<file path="src/rtl/ohc_pkg.sv">
package ohc_pkg;
   typedef enum logic {
      REPL_FIFO = 1'b0,
      REPL_LRU  = 1'b1
   } repl_e;
endpackage

</file>
<file path="src/rtl/ohc_cam.sv">
// Parallel key search over all entries, one result per query port.
module ohc_cam #(
   parameter int N  = 8,
   parameter int KW = 7,
   parameter int NQ = 2,
   localparam int IW = $clog2(N)
) (
   input  logic [N-1:0]           valid,
   input  logic [N-1:0][KW-1:0]   keys,
   input  logic [NQ-1:0][KW-1:0]  q_key,
   output logic [NQ-1:0]          q_hit,
   output logic [NQ-1:0][IW-1:0]  q_idx
);
   for (genvar q = 0; q < NQ; q++) begin : g_q
      logic [N-1:0]  match;
      logic [IW-1:0] idx;
      always_comb begin
         for (int e = 0; e < N; e++)
            match[e] = valid[e] && (keys[e] == q_key[q]);
      end
      always_comb begin
         idx = '0;
         for (int e = 0; e < N; e++)
            if (match[e]) idx = IW'(e);
      end
      assign q_hit[q] = |match;
      assign q_idx[q] = idx;
   end
endmodule

</file>
<file path="src/rtl/ohc_order.sv">
// Victim candidate ordering: a fill pointer (FIFO) or a recency list (LRU).
module ohc_order
   import ohc_pkg::*;
#(
   parameter int    N      = 8,
   parameter int    NT     = 4,
   parameter repl_e POLICY = REPL_FIFO,
   localparam int   IW     = $clog2(N),
   localparam int   CW     = $clog2(N + 1)
) (
   input  logic                  clk,
   input  logic                  rst_n,
   input  logic                  adv,
   input  logic [CW-1:0]         used,
   input  logic [NT-1:0]         t_v,
   input  logic [NT-1:0][IW-1:0] t_idx,
   output logic [N-1:0][IW-1:0]  cand
);
   if (POLICY == REPL_FIFO) begin : g_fifo
      logic [IW-1:0] ptr;
      logic [IW+1:0] psum;
      logic          unused_touch;
      assign unused_touch = ^{t_v, t_idx};

      for (genvar i = 0; i < N; i++) begin : g_c
         logic [IW+1:0] s;
         assign s       = {2'b00, ptr} + (IW+2)'(i);
         assign cand[i] = (s >= (IW+2)'(N)) ? IW'(s - (IW+2)'(N)) : IW'(s);
      end

      assign psum = {2'b00, ptr} + (IW+2)'(used);
      always_ff @(posedge clk) begin
         if (!rst_n)   ptr <= '0;
         else if (adv) ptr <= (psum >= (IW+2)'(N)) ? IW'(psum - (IW+2)'(N)) : IW'(psum);
      end
   end else begin : g_lru
      logic [N-1:0][IW-1:0] ord, nxt;
      logic                 unused_used;
      assign unused_used = ^used;

      always_comb begin
         logic found;
         found = 1'b0;
         nxt   = ord;
         for (int e = 0; e < NT; e++) begin
            if (t_v[e]) begin
               found = 1'b0;
               for (int i = 0; i < N - 1; i++) begin
                  if (nxt[i] == t_idx[e]) found = 1'b1;
                  if (found) nxt[i] = nxt[i+1];
               end
               nxt[N-1] = t_idx[e];
            end
         end
      end

      always_ff @(posedge clk) begin
         if (!rst_n) begin
            for (int i = 0; i < N; i++) ord[i] <= IW'(i);
         end else if (adv) begin
            ord <= nxt;
         end
      end
      assign cand = ord;


      always @(posedge clk) begin
         if (rst_n) begin
            logic [N-1:0] seen;
            seen = '0;
            for (int i = 0; i < N; i++) seen[ord[i]] = 1'b1;
            order_perm_chk: assert (&seen)
               else $error("recency list is not a permutation");
         end
      end
   end
endmodule

</file>
<file path="src/rtl/operand_hold_cache.sv">
module operand_hold_cache
   import ohc_pkg::*;
#(
   parameter int    ENTRIES = 8,
   parameter int    NWR     = 2,
   parameter int    NLK     = 2,
   parameter int    KW      = 7,
   parameter int    DW      = 32,
   parameter repl_e POLICY  = REPL_FIFO,
   localparam int   IW      = $clog2(ENTRIES),
   localparam int   CW      = $clog2(ENTRIES + 1),
   localparam int   NT      = NLK + NWR
) (
   input  logic                   clk,
   input  logic                   rst_n,
   input  logic [NWR-1:0]         wr_en,
   input  logic [NWR-1:0][KW-1:0] wr_key,
   input  logic [NWR-1:0][DW-1:0] wr_data,
   input  logic [NLK-1:0]         lk_en,
   input  logic [NLK-1:0][KW-1:0] lk_key,
   output logic [NLK-1:0]         lk_hit,
   output logic [NLK-1:0][DW-1:0] lk_data,
   input  logic                   cm_en,
   input  logic [KW-1:0]          cm_key,
   input  logic                   flush
);
   if (ENTRIES < 2)               begin : g_bad_n  $error("ENTRIES must be at least 2"); end
   if (NWR < 1 || NWR > ENTRIES)  begin : g_bad_w  $error("NWR must be 1..ENTRIES"); end
   if (NLK < 1 || NLK > 2)        begin : g_bad_l  $error("NLK must be 1 or 2"); end
   if ((1 << KW) < ENTRIES)       begin : g_bad_k  $error("KW too narrow"); end

   logic [ENTRIES-1:0]          valid;
   logic [ENTRIES-1:0][KW-1:0]  keys;
   logic [ENTRIES-1:0][DW-1:0]  data;

   logic [NLK-1:0]              lk_found;
   logic [NLK-1:0][IW-1:0]      lk_idx;
   logic [NWR-1:0]              wr_hit;
   logic [NWR-1:0][IW-1:0]      wr_idx;
   logic [0:0]                  cm_hit;
   logic [0:0][IW-1:0]          cm_idx;
   logic [0:0][KW-1:0]          cm_q;

   logic [ENTRIES-1:0][IW-1:0]  cand;
   logic [ENTRIES-1:0]          inpl;
   logic [NWR-1:0][IW-1:0]      tgt;
   logic [CW-1:0]               used_cnt;
   logic [NT-1:0]               t_v;
   logic [NT-1:0][IW-1:0]       t_idx;
   logic                        cm_act;

   assign cm_q[0] = cm_key;

   ohc_cam #(.N(ENTRIES), .KW(KW), .NQ(NLK)) u_lk_cam (
      .valid(valid), .keys(keys), .q_key(lk_key), .q_hit(lk_found), .q_idx(lk_idx));
   ohc_cam #(.N(ENTRIES), .KW(KW), .NQ(NWR)) u_wr_cam (
      .valid(valid), .keys(keys), .q_key(wr_key), .q_hit(wr_hit), .q_idx(wr_idx));
   ohc_cam #(.N(ENTRIES), .KW(KW), .NQ(1)) u_cm_cam (
      .valid(valid), .keys(keys), .q_key(cm_q), .q_hit(cm_hit), .q_idx(cm_idx));

   // Lookup: a same-cycle write of the searched key forces a miss.
   for (genvar q = 0; q < NLK; q++) begin : g_lk
      logic [NWR-1:0] clash;
      for (genvar w = 0; w < NWR; w++) begin : g_cl
         assign clash[w] = wr_en[w] && (wr_key[w] == lk_key[q]);
      end
      assign lk_hit[q]  = lk_en[q] && lk_found[q] && !(|clash);
      assign lk_data[q] = data[lk_idx[q]];
   end

   // Target selection: in-place updates first, then allocation along candidates.
   always_comb begin
      int   cur;
      logic done;
      cur  = 0;
      done = 1'b0;
      inpl = '0;
      for (int w = 0; w < NWR; w++)
         if (wr_en[w] && wr_hit[w]) inpl[wr_idx[w]] = 1'b1;
      for (int w = 0; w < NWR; w++) begin
         tgt[w] = wr_idx[w];
         if (wr_en[w] && !wr_hit[w]) begin
            done = 1'b0;
            for (int j = 0; j < ENTRIES; j++) begin
               if (!done && j >= cur && !inpl[cand[j]]) begin
                  tgt[w] = cand[j];
                  cur    = j + 1;
                  done   = 1'b1;
               end
            end
         end
      end
      used_cnt = CW'(cur);
   end

   for (genvar q = 0; q < NLK; q++) begin : g_tl
      assign t_v[q]   = lk_hit[q];
      assign t_idx[q] = lk_idx[q];
   end
   for (genvar w = 0; w < NWR; w++) begin : g_tw
      assign t_v[NLK+w]   = wr_en[w];
      assign t_idx[NLK+w] = tgt[w];
   end

   ohc_order #(.N(ENTRIES), .NT(NT), .POLICY(POLICY)) u_order (
      .clk(clk), .rst_n(rst_n), .adv(!flush), .used(used_cnt),
      .t_v(t_v), .t_idx(t_idx), .cand(cand));

   if (POLICY == REPL_LRU) begin : g_cm_lru
      assign cm_act = cm_en && cm_hit[0];
   end else begin : g_cm_fifo
      assign cm_act = 1'b0;
   end

   always_ff @(posedge clk) begin
      if (!rst_n) begin
         valid <= '0;
      end else if (flush) begin
         valid <= '0;
      end else begin
         if (cm_act) valid[cm_idx[0]] <= 1'b0;
         for (int w = 0; w < NWR; w++)
            if (wr_en[w]) valid[tgt[w]] <= 1'b1;
      end
   end

   always_ff @(posedge clk) begin
      if (rst_n && !flush) begin
         for (int w = 0; w < NWR; w++) begin
            if (wr_en[w]) begin
               keys[tgt[w]] <= wr_key[w];
               data[tgt[w]] <= wr_data[w];
            end
         end
      end
   end

   // ---------------- assertions ----------------
   function automatic logic holds_pair(input logic [KW-1:0] k, input logic [DW-1:0] d);
      logic r;
      r = 1'b0;
      for (int e = 0; e < ENTRIES; e++)
         if (valid[e] && keys[e] == k && data[e] == d) r = 1'b1;
      return r;
   endfunction

   function automatic logic holds_key(input logic [KW-1:0] k);
      logic r;
      r = 1'b0;
      for (int e = 0; e < ENTRIES; e++)
         if (valid[e] && keys[e] == k) r = 1'b1;
      return r;
   endfunction


   flush_clears_chk: assert property (@(posedge clk) disable iff (!rst_n)
      flush |=> (valid == '0));

   for (genvar w = 0; w < NWR; w++) begin : g_cap

      write_captured_chk: assert property (@(posedge clk) disable iff (!rst_n)
         $past(rst_n && wr_en[w] && !flush) |-> holds_pair($past(wr_key[w]), $past(wr_data[w])));
   end


   always @(posedge clk) begin
      if (rst_n) begin
         logic dup;
         dup = 1'b0;
         for (int i = 0; i < ENTRIES; i++)
            for (int j = i + 1; j < ENTRIES; j++)
               if (valid[i] && valid[j] && keys[i] == keys[j]) dup = 1'b1;
         unique_key_chk: assert (!dup) else $error("key held twice");
      end
   end

   if (POLICY == REPL_LRU) begin : g_cm_chk
      logic cm_wr_same;
      always_comb begin
         cm_wr_same = 1'b0;
         for (int w = 0; w < NWR; w++)
            if (wr_en[w] && wr_key[w] == cm_key) cm_wr_same = 1'b1;
      end

      commit_clears_chk: assert property (@(posedge clk) disable iff (!rst_n)
         $past(rst_n && cm_en && !flush && !cm_wr_same) |-> !holds_key($past(cm_key)));
   end
endmodule

</file>
<file path="config.mk">
export PLATFORM = sky130hd
export DESIGN_NAME = operand_hold_cache
export DESIGN_NICKNAME = d
export VERILOG_FILES = /design/src/rtl/ohc_pkg.sv /design/src/rtl/ohc_cam.sv /design/src/rtl/ohc_order.sv /design/src/rtl/operand_hold_cache.sv
export SDC_FILE = /design/constraint.sdc
export NUM_CORES = 1
export LEC_CHECK = 0
export BUFFER_PORTS_ARGS = -buffer_cell sky130_fd_sc_hd__buf_2
export CORE_MARGIN = 4
export CORE_UTILIZATION = 45
export DETAILED_ROUTE_END_ITERATION = 7
export PLACE_DENSITY = 0.71
export SLEW_MARGIN = 20
export SYNTH_ARGS = -nofsm -noshare
export SYNTH_HDL_FRONTEND = slang
export SYNTH_HIERARCHICAL = 1
export SYNTH_SLANG_ARGS = --single-unit
export TNS_END_PERCENT = 50
</file>
<file path="constraint.sdc">
create_clock -name clk -period 8.6 [get_ports clk]
set_input_delay 0.86 -clock clk [delete_from_list [all_inputs] [get_ports clk]]
set_output_delay 0.86 -clock clk [all_outputs]
set_load 0.03 [all_outputs]
</file>
==> results of run 1 <==
-- worst min-delay path: cells and delay by family (launching register included) --
kind	cells	cell delay [ns]
buf+inv	1	0.06
compound gates	1	0.06
flops	1	0.34
-- report_power, final --
part	switching [W]	internal (W)
Sequential	0.0000714	0.00184
Combinational	0.000462	0.000397
Clock	0.000693	0.000903
-- registers in the layout, summed over array words and instances (netlist names) --
name                flops
u_order/g_fifo.ptr      3
keys                   56
valid                   8
data                  256
-- layout by cell type (no fill, tap or decap), drive strengths merged, types with 10 or more instances in the layout --
| master | count |
|---|---|
| mux2 | 692 |
| nand2 | 45 |
| o22ai | 16 |
| a31oi | 10 |
| nor3 | 13 |
| nor4 | 13 |
| xor2 | 62 |
| nor2 | 73 |
| nand3 | 23 |
| a21oi | 21 |
| clkinv | 20 |
| o21ai | 20 |
| nand4 | 69 |
| mux2i | 17 |
| edfxtp | 312 |
| inv | 26 |
| buf | 205 |
| mux4 | 137 |
| clkbuf | 47 |
| dfxtp | 11 |
| xnor2 | 194 |
-- per-stage QoR --
step / power, W / setup slack (ns)
2_1_floorplan: 0.00257 / 0.720
3_3_place_gp: 0.00276 / 1.14
3_5_place_dp: 0.00280 / 1.01
4_1_cts: 0.00439 / 1.62
5_1_grt: 0.00453 / 1.16
6_report: 0.00437 / 1.39
-- path summary, 6_finish.rpt --
| check | cells past startpoint | slack, ns | endpoint | startpoint |
|---|---|---|---|---|
| worst max register to register | 19 | 1.61 | data[91] | keys[16] |
| worst min register to register | 2 | 0.52 | valid[4] | valid[4] |
| worst min-delay path | 2 | 0.52 | valid[4] | valid[4] |
| worst max-delay path | 20 | 1.39 | data[91] | wr_key[2] |
-- metal layers --
layer / vias up / GRT usage, % / wire, µm
met3: 143 / 4.34 / 6520
met5: - / 0 / 102
met2: 787 / 39.6 / 37700
li1: 8313 / - / -
met1: 9611 / 33.2 / 32700
met4: 14 / 6.79 / 2030
-- cell type report --
type / count / area [µm²] / area share (%)
inverter: 26 / 105 / 0.357
antenna: 2 / 5.00 / 0.0170
clock inverter: 23 / 169 / 0.574
multi-input combinational: 1563 / 16300 / 55.3
tap: 773 / 967 / 3.28
sequential: 323 / 9590 / 32.6
clock buffer: 47 / 1050 / 3.56
timing repair buffer: 205 / 1270 / 4.31
==> results.cfg, run 1 <==
[placement]
dp_cells = 2889
numPortBuffers = 164
hpwl_um = 47700
place_area_mm2 = 0.0282
gp_congestion = 0.930

[synthesis]
syn-num-nets = 2199
syn_area_per_cell_um2 = 12.8
postSynthCellCount = 2088
yosysWarnings = 6
syn_area_mm2 = 0.0268

[setup_path]
crit_type = primary input to flip-flop
critPathMaxStageDelay_ns = 0.52
cp_max_fo = 32
critPathCaptureType = flip-flop
crit_buf_inv = 2
critical-path-top-delay-family = compound AO/OA/AOI/OAI gates
start_kind = primary input
arrival_ns = 7.53
required_ns = 8.92
crit_chain = buf_2 > xor2_1 > nor4_1 > nand4_1 > a21o_1 > a211o_1 > nand3b_2 > o22ai_1 > mux4_2 > mux2_2 > nand2_1 > a211o_1 > a21oi_2 > a31oi_1 > or4_1 > o311a_1 > a31o_2 > a211oi_4 > buf_12 > mux2_2
critPathSlowestCell = o22ai_1

[drt]
drt-total-wl_um = 79000
via_count = 18900
viasPerCell = 6.37
wl_per_cell_um = 26.7
postRouteAntennaNets = 0
first_pass_iters = 7
drc = 0
drtIter0Drc = 1919

[layout]
fin_area_mm2 = 0.0294
syn_to_final_growth_pct = 10.0
fin_util_pct = 50.0
fillers = 5029
fin_cells = 2962
fin_nets = 2270
drive_gt1_share_pct = 44.6

[power_and_ir_drop]
power_density_mw_per_mm2 = 148
power.leakage_nw = 9.64
vdd_ir_drop_max_v = 0.000139

[global_route]
grt_overflow = 0
grt_pass1_vias = 19200
grt_max_degree = 132
grt_pass1_wl_um = 119000
grt_usage_pct = 24.2
grt_antenna_before_repair = 9

[run]
maxCapViolations = 0

[cts]
postCtsHoldBufs = 0
post_cts_buffers = 0
insertion_delay_ns = 0.57
clk_pin_slew_ns = 0.06
htreeDepth = 2
cts_tree = done
clkSinkCount = 323
cts_resized = 0
cts_buffer_depth = 3
cts_root_buf = clkbuf_16
cts_buffers = 40

[sta]
slew-limit-headroom_pct = 28.1
hold_viol_final = 0
rsz0062_at_grt = false
worst_pin_slew_ns = 1.08
fin_skew_ns = 0.0261
setup_viol = 0
report.final.slew_viol_count = 0
fin_crit_sh_pct = 83.9
setup_tns_ns = 0
maxClockFrequency_mhz = 139
finalCriticalPeriod_ns = 7.21
holdWs_ns = 0.520

[run_status]
outcome = finished, final reports clean

[floorplanning]
start_util_pct = 45.4
die_width_um = 252
io_pins = 173
dieArea_mm2 = 0.0634
die_y_um = 252
num_rows = 89
core_area_mm2 = 0.0589

[worst_hold_path]
hold_path_class = flip-flop to flip-flop
Note: power is estimated with default switching activity, not from simulation.
==> inputs of run 2 (changes only) <==
- PLACE_DENSITY: 0.71 -> 0.74
- clock period: 8.6 -> 6.1 ns (I/O delays scaled with it)
==> run 2 against run 1 <==
Net effect:
- worst setup slack lost 1.3 ns
- count of clock-buffer cells in the layout grew 7
- global-route usage grew 1.6 points
- power grew 45%
- first-iteration DRC count grew 8.9%
- flip-flop and latch count is the same
- sequential share of layout area shrank 3.0 points
- clock skew is essentially flat
- critical path depth grew 4
- largest cell class unchanged
==> results.cfg, run 2 (synthesis results as in run 1) <==
[cts]
cts_root_buf = clkbuf_16
clkSinkCount = 323
htreeDepth = 2
cts_tree = done
cts_buffers = 40
insertion_delay_ns = 0.58
clk_pin_slew_ns = 0.06
cts_buffer_depth = 3

[setup_path]
required_ns = 6.41
arrival_ns = 6.36
cp_max_fo = 8
crit_chain = xnor2_1 > nand4_1 > nor2_1 > buf_4 > a41oi_1 > nand4_1 > buf_4 > nand3b_4 > buf_6 > o22a_1 > mux2i_1 > mux4_2 > buf_6 > nand3_2 > buf_4 > or3_1 > nand3_2 > or4_1 > o311a_1 > a31o_4 > a211oi_4 > buf_6 > clkbuf_16 > mux2_4
crit_type = flip-flop to flip-flop
critPathSlowestCell = mux4_2
start_kind = flip-flop
rr_worst_depth = 24
ff2ff_setup_slack_ns = 0.05
critPathCaptureType = flip-flop
critPathMaxStageDelay_ns = 0.67

[layout]
fin_area_mm2 = 0.0324
fin_cells = 3226
final_cell_mix = 524 x mux2_2, 312 x edfxtp_1, 241 x buf_4
fin_nets = 2531
layout_commonest_cell = mux2_2
largest_reg_flops = 256
syn_to_final_growth_pct = 21.1
drive_gt1_share_pct = 53.5

[placement]
dp_cells = 3093
hpwl_um = 54400
place_area_mm2 = 0.0300
numPortBuffers = 164
gp_congestion = 0.929

[drt]
drc = 0
drt-total-wl_um = 88300
wl_per_cell_um = 27.4
first_pass_iters = 7
viasPerCell = 6.30
drtIter0Drc = 2089
via_count = 20300
postRouteAntennaNets = 0

[sta]
hold_viol_final = 0
maxClockFrequency_mhz = 165
slew-limit-headroom_pct = 30.7
rsz0062_at_grt = true
report.final.slew_viol_count = 0
worst_pin_slew_ns = 1.04
fin_skew_ns = 0.0260
fin_crit_sh_pct = 99.1
finalCriticalPeriod_ns = 6.05
setup_viol = 0

[floorplanning]
die_y_um = 252
num_rows = 89
dieArea_mm2 = 0.0634
die_width_um = 252
core_area_mm2 = 0.0589
io_pins = 173
start_util_pct = 45.4

[run]
maxCapViolations = 0

[run_status]
outcome = finished, final reports clean

[power_and_ir_drop]
power_density_mw_per_mm2 = 196
vdd_ir_drop_max_v = 0.000232
power.leakage_nw = 11.3

[global_route]
grt_pass1_vias = 20600
grt_antenna_before_repair = 12
grt_pass1_wl_um = 127000
grt_max_degree = 181
grt_usage_pct = 25.8
grt_overflow = 0

[worst_hold_path]
holdPathStages = 3
hold_path_class = primary input to flip-flop
-- run 2: cell count changes in the layout (fill, tap and decap cells not counted), sizes merged --
| cell | change |
|---|---|
| bufinv | -1 |
| inv | -1 |
| diode | +4 |
| clkinv | -6 |
| clkbuf | +15 |
| buf | +253 |
-- run 2: per-layer routing --
metal | vias to the layer above | part of all wire [%] | GRT usage, % | wire [µm]
met5 | - | 0.072 | 0 | 64
met4 | 8 | 2.7 | 7.71 | 2360
met3 | 180 | 8.5 | 5.00 | 7510
met2 | 933 | 49 | 42.9 | 42900
met1 | 10400 | 40 | 34.6 | 35500
li1 | 8841 | - | - | -
-- run 2: worst max-delay path: cells and delay by family (launching register included) --
family | cells | cell delay [ns]
AO/OA/AOI/OAI | 5 | 1.26
XOR/XNOR | 1 | 0.19
AND/OR/NAND/NOR | 8 | 1.48
buffers and inverters | 7 | 1.21
flip-flops | 1 | 0.53
multiplexers | 3 | 1.11
-- run 2: area by class of cell --
cell class / instances / area [µm²]
fill: 4764 / 26500
multi-input combinational: 1563 / 16800
sequential: 323 / 9590
timing repair buffer: 466 / 3750
clock buffer: 54 / 1100
tap: 773 / 967
inverter: 26 / 101
clock inverter: 15 / 85.1
antenna: 6 / 15.0
-- run 2: final timing paths --
kind / end / start
max: data[84] / keys[12]
min: u_order/g_fifo.ptr[2] / rst_n
max reg2reg: data[84] / keys[12]
min reg2reg: valid[4] / valid[4]
-- run 2: timing repair --
item / CTS / global route
gates resized for setup: 12 / 122
setup endpoints to repair: 311 / 315
endpoints found under the hold margin: 0 / 0
hold buffers: 0 / 0
pin swaps: 1 / 23
cloned: 1 / 9
buffers inserted: 3 / 47
-- run 2: stage by stage --
step	setup WS [ns]	hold slack, ns	utilization [%]	TNS (ns)	total power [W]
after floorplan	0.131	0.479	-	0	0.00361
after global placement	-0.438	0.515	51.0	-80.41	0.00399
after detailed placement	-0.556	0.531	51.0	-117.90	0.00405
after CTS	0.00677	0.316	53.2	0	0.00629
after global routing	-0.105	0.343	55.0	-6.67	0.00656
final	0.0534	0.343	55.0	0	0.00635
-- run 2: where the power goes --
| part | leakage [nW] | switching (W) | total (W) | internal (W) |
|---|---|---|---|---|
| clock | 0.576 | 0.000980 | 0.00224 | 0.00126 |
| combinational | 7.67 | 0.000720 | 0.00141 | 0.000686 |
| sequential | 3.02 | 0.000104 | 0.00270 | 0.00260 |
| total | 11.3 | 0.00180 | 0.00635 | 0.00454 |
==> inputs of run 3 (changes only) <==
- PLACE_DENSITY: 0.74 -> 0.71
- clock period: 6.1 -> 7.8 ns (I/O delays scaled with it)
==> run 3 against run 2 <==
Net effect:
- clock power down 19%
- critical path type is now primary input to flip-flop
- critical path depth is 4 lower
- sequential share of layout area increased by 2.7 points
- cell count down 7.5%
- global-route usage fell by 1.7 points
- clock skew grew 0.0050 ns
- power is 23% lower
- highest routed layer unchanged
==> results.cfg, run 3 (synthesis results as in run 1) <==
[drt]
drc = 0
postRouteAntennaNets = 0
via_count = 19100
first_pass_iters = 7
drtIter0Drc = 2162
drt-total-wl_um = 79100
wl_per_cell_um = 26.5
viasPerCell = 6.39

[sta]
fin_skew_ns = 0.0310
maxClockFrequency_mhz = 142
holdWs_ns = 0.510
fin_crit_sh_pct = 90.2
setup_tns_ns = 0
worst_pin_slew_ns = 1.07
slew-limit-headroom_pct = 28.7
hold_viol_final = 0
setup_viol = 0
report.final.slew_viol_count = 0
finalCriticalPeriod_ns = 7.03
rsz0062_at_grt = false

[setup_path]
critPathSlowestCell = o22ai_1
critical_path.startpoint = wr_key[10]
start_kind = primary input
ff2ff_setup_slack_ns = 0.89
rr_worst_depth = 19
r2r-end = data[155]
critPathMaxStageDelay_ns = 0.51
cp-endpoint = data[155]
crit_chain = buf_2 > xnor2_1 > nand4_1 > nor2_1 > nor2_1 > a211o_1 > or2_1 > o22ai_1 > mux4_2 > mux2_2 > nand2_1 > a211o_1 > a21oi_2 > a31oi_1 > or4_1 > o311a_1 > a31oi_2 > nand4_1 > buf_4 > mux2_1
worstReg2RegStart = keys[19]
required_ns = 8.09
crit_type = primary input to flip-flop
critPathCaptureType = flip-flop
cp_max_fo = 40
arrival_ns = 7.33

[global_route]
grt_usage_pct = 24.1
grt_max_degree = 189
grt_pass1_wl_um = 119000
grt_overflow = 0
grt_antenna_before_repair = 11
grt_pass1_vias = 19300

[layout]
final_cell_mix = 538 x mux2_2, 312 x edfxtp_1, 194 x xnor2_1
seq_area_mm2 = 0.00959
fillers = 5006
fin_nets = 2288
drive_gt1_share_pct = 45.0
syn_to_final_growth_pct = 10.8
fin_area_mm2 = 0.0297
fin_util_pct = 50.3
multiInputGateArea_mm2 = 0.0163
layout_commonest_cell = mux2_2
largest_reg_flops = 256

[floorplanning]
num_rows = 89
start_util_pct = 45.4
die_y_um = 252
dieArea_mm2 = 0.0634
io_pins = 173
core_area_mm2 = 0.0589
die_width_um = 252

[cts]
clkSinkCount = 323
insertion_delay_ns = 0.57
cts_tree = done
postCtsHoldBufs = 0
cts_buffers = 40
htreeDepth = 2
cts_root_buf = clkbuf_16
cts_buffer_depth = 3
cts_resized = 0
post_cts_buffers = 0
clk_pin_slew_ns = 0.06

[placement]
gp_congestion = 0.935
hpwl_um = 48800
place_area_mm2 = 0.0284
numPortBuffers = 164

[worst_hold_path]
hold_path_class = primary input to flip-flop

[power_and_ir_drop]
power_density_mw_per_mm2 = 164
total_power_w = 0.00487
vdd_ir_drop_max_v = 0.000156
power.leakage_nw = 9.77

[run_status]
outcome = finished, final reports clean

[run]
maxCapViolations = 0
-- run 3: changes by cell type in the layout (fill, tap and decap cells not counted), moves of 4 or more --
| cell | delta |
|---|---|
| buf_4 | -197 |
| nor2_1 | +7 |
| o22ai_4 | -5 |
| nor2_2 | -5 |
| mux2_2 | +14 |
| mux2_1 | +20 |
| buf_6 | -16 |
| clkbuf_16 | -8 |
| mux2_4 | -34 |
| buf_12 | -20 |
| o22ai_1 | +6 |
| nand2b_1 | +4 |
-- run 3: worst min path at each step --
stage	start	to	slack, ns	cells past startpoint
6_report	rst_n	u_order/g_fifo.ptr[1]	0.51	2
5_1_grt	rst_n	u_order/g_fifo.ptr[1]	0.51	2
4_1_cts	rst_n	u_order/g_fifo.ptr[1]	0.49	2
3_5_place_dp	valid[6]	valid[6]	0.52	2
3_3_place_gp	valid[7]	valid[7]	0.51	2
2_1_floorplan	valid[4]	valid[4]	0.48	2
-- run 3: layout make-up --
class / count / area share, %
Antenna cell: 4 / 0.0338
Multi-Input combinational cell: 1563 / 54.9
Sequential cell: 323 / 32.3
Clock inverter: 15 / 0.451
Clock buffer: 57 / 3.73
Tap cell: 773 / 3.26
Timing Repair Buffer: 223 / 4.89
Inverter: 26 / 0.354
-- run 3: layer usage --
| metal | up-vias | global-route usage (%) | wire (µm) |
|---|---|---|---|
| met1 | 9682 | 32.3 | 32200 |
| li1 | 8346 | - | - |
| met2 | 863 | 39.9 | 38000 |
| met5 | - | 0 | 93 |
| met4 | 14 | 7.68 | 2360 |
| met3 | 162 | 4.28 | 6340 |
-- run 3: metrics by stage --
step	setup slack (ns)	instances
final	0.768	2984
after global routing	0.569	2983
after CTS	1.01	2980
after floorplan	0.000161	2088
after detailed placement	0.410	2908
after global placement	0.567	2908
-- run 3: report_power, final --
part	total, W	switching, W	internal (W)	leakage [nW]
registers	0.00211	0.0000800	0.00203	3.02
clock network	0.00181	0.000755	0.00105	0.597
logic	0.000952	0.000507	0.000445	6.15
total	0.00487	0.00134	0.00353	9.77
-- run 3: worst max-delay path, delay by kind of cell --
family          cells  cell delay (ns)
buf+inv             2             0.90
mux                 3             1.23
simple gates        7             1.76
compound gates      7             2.40
xor+xnor            1             0.19
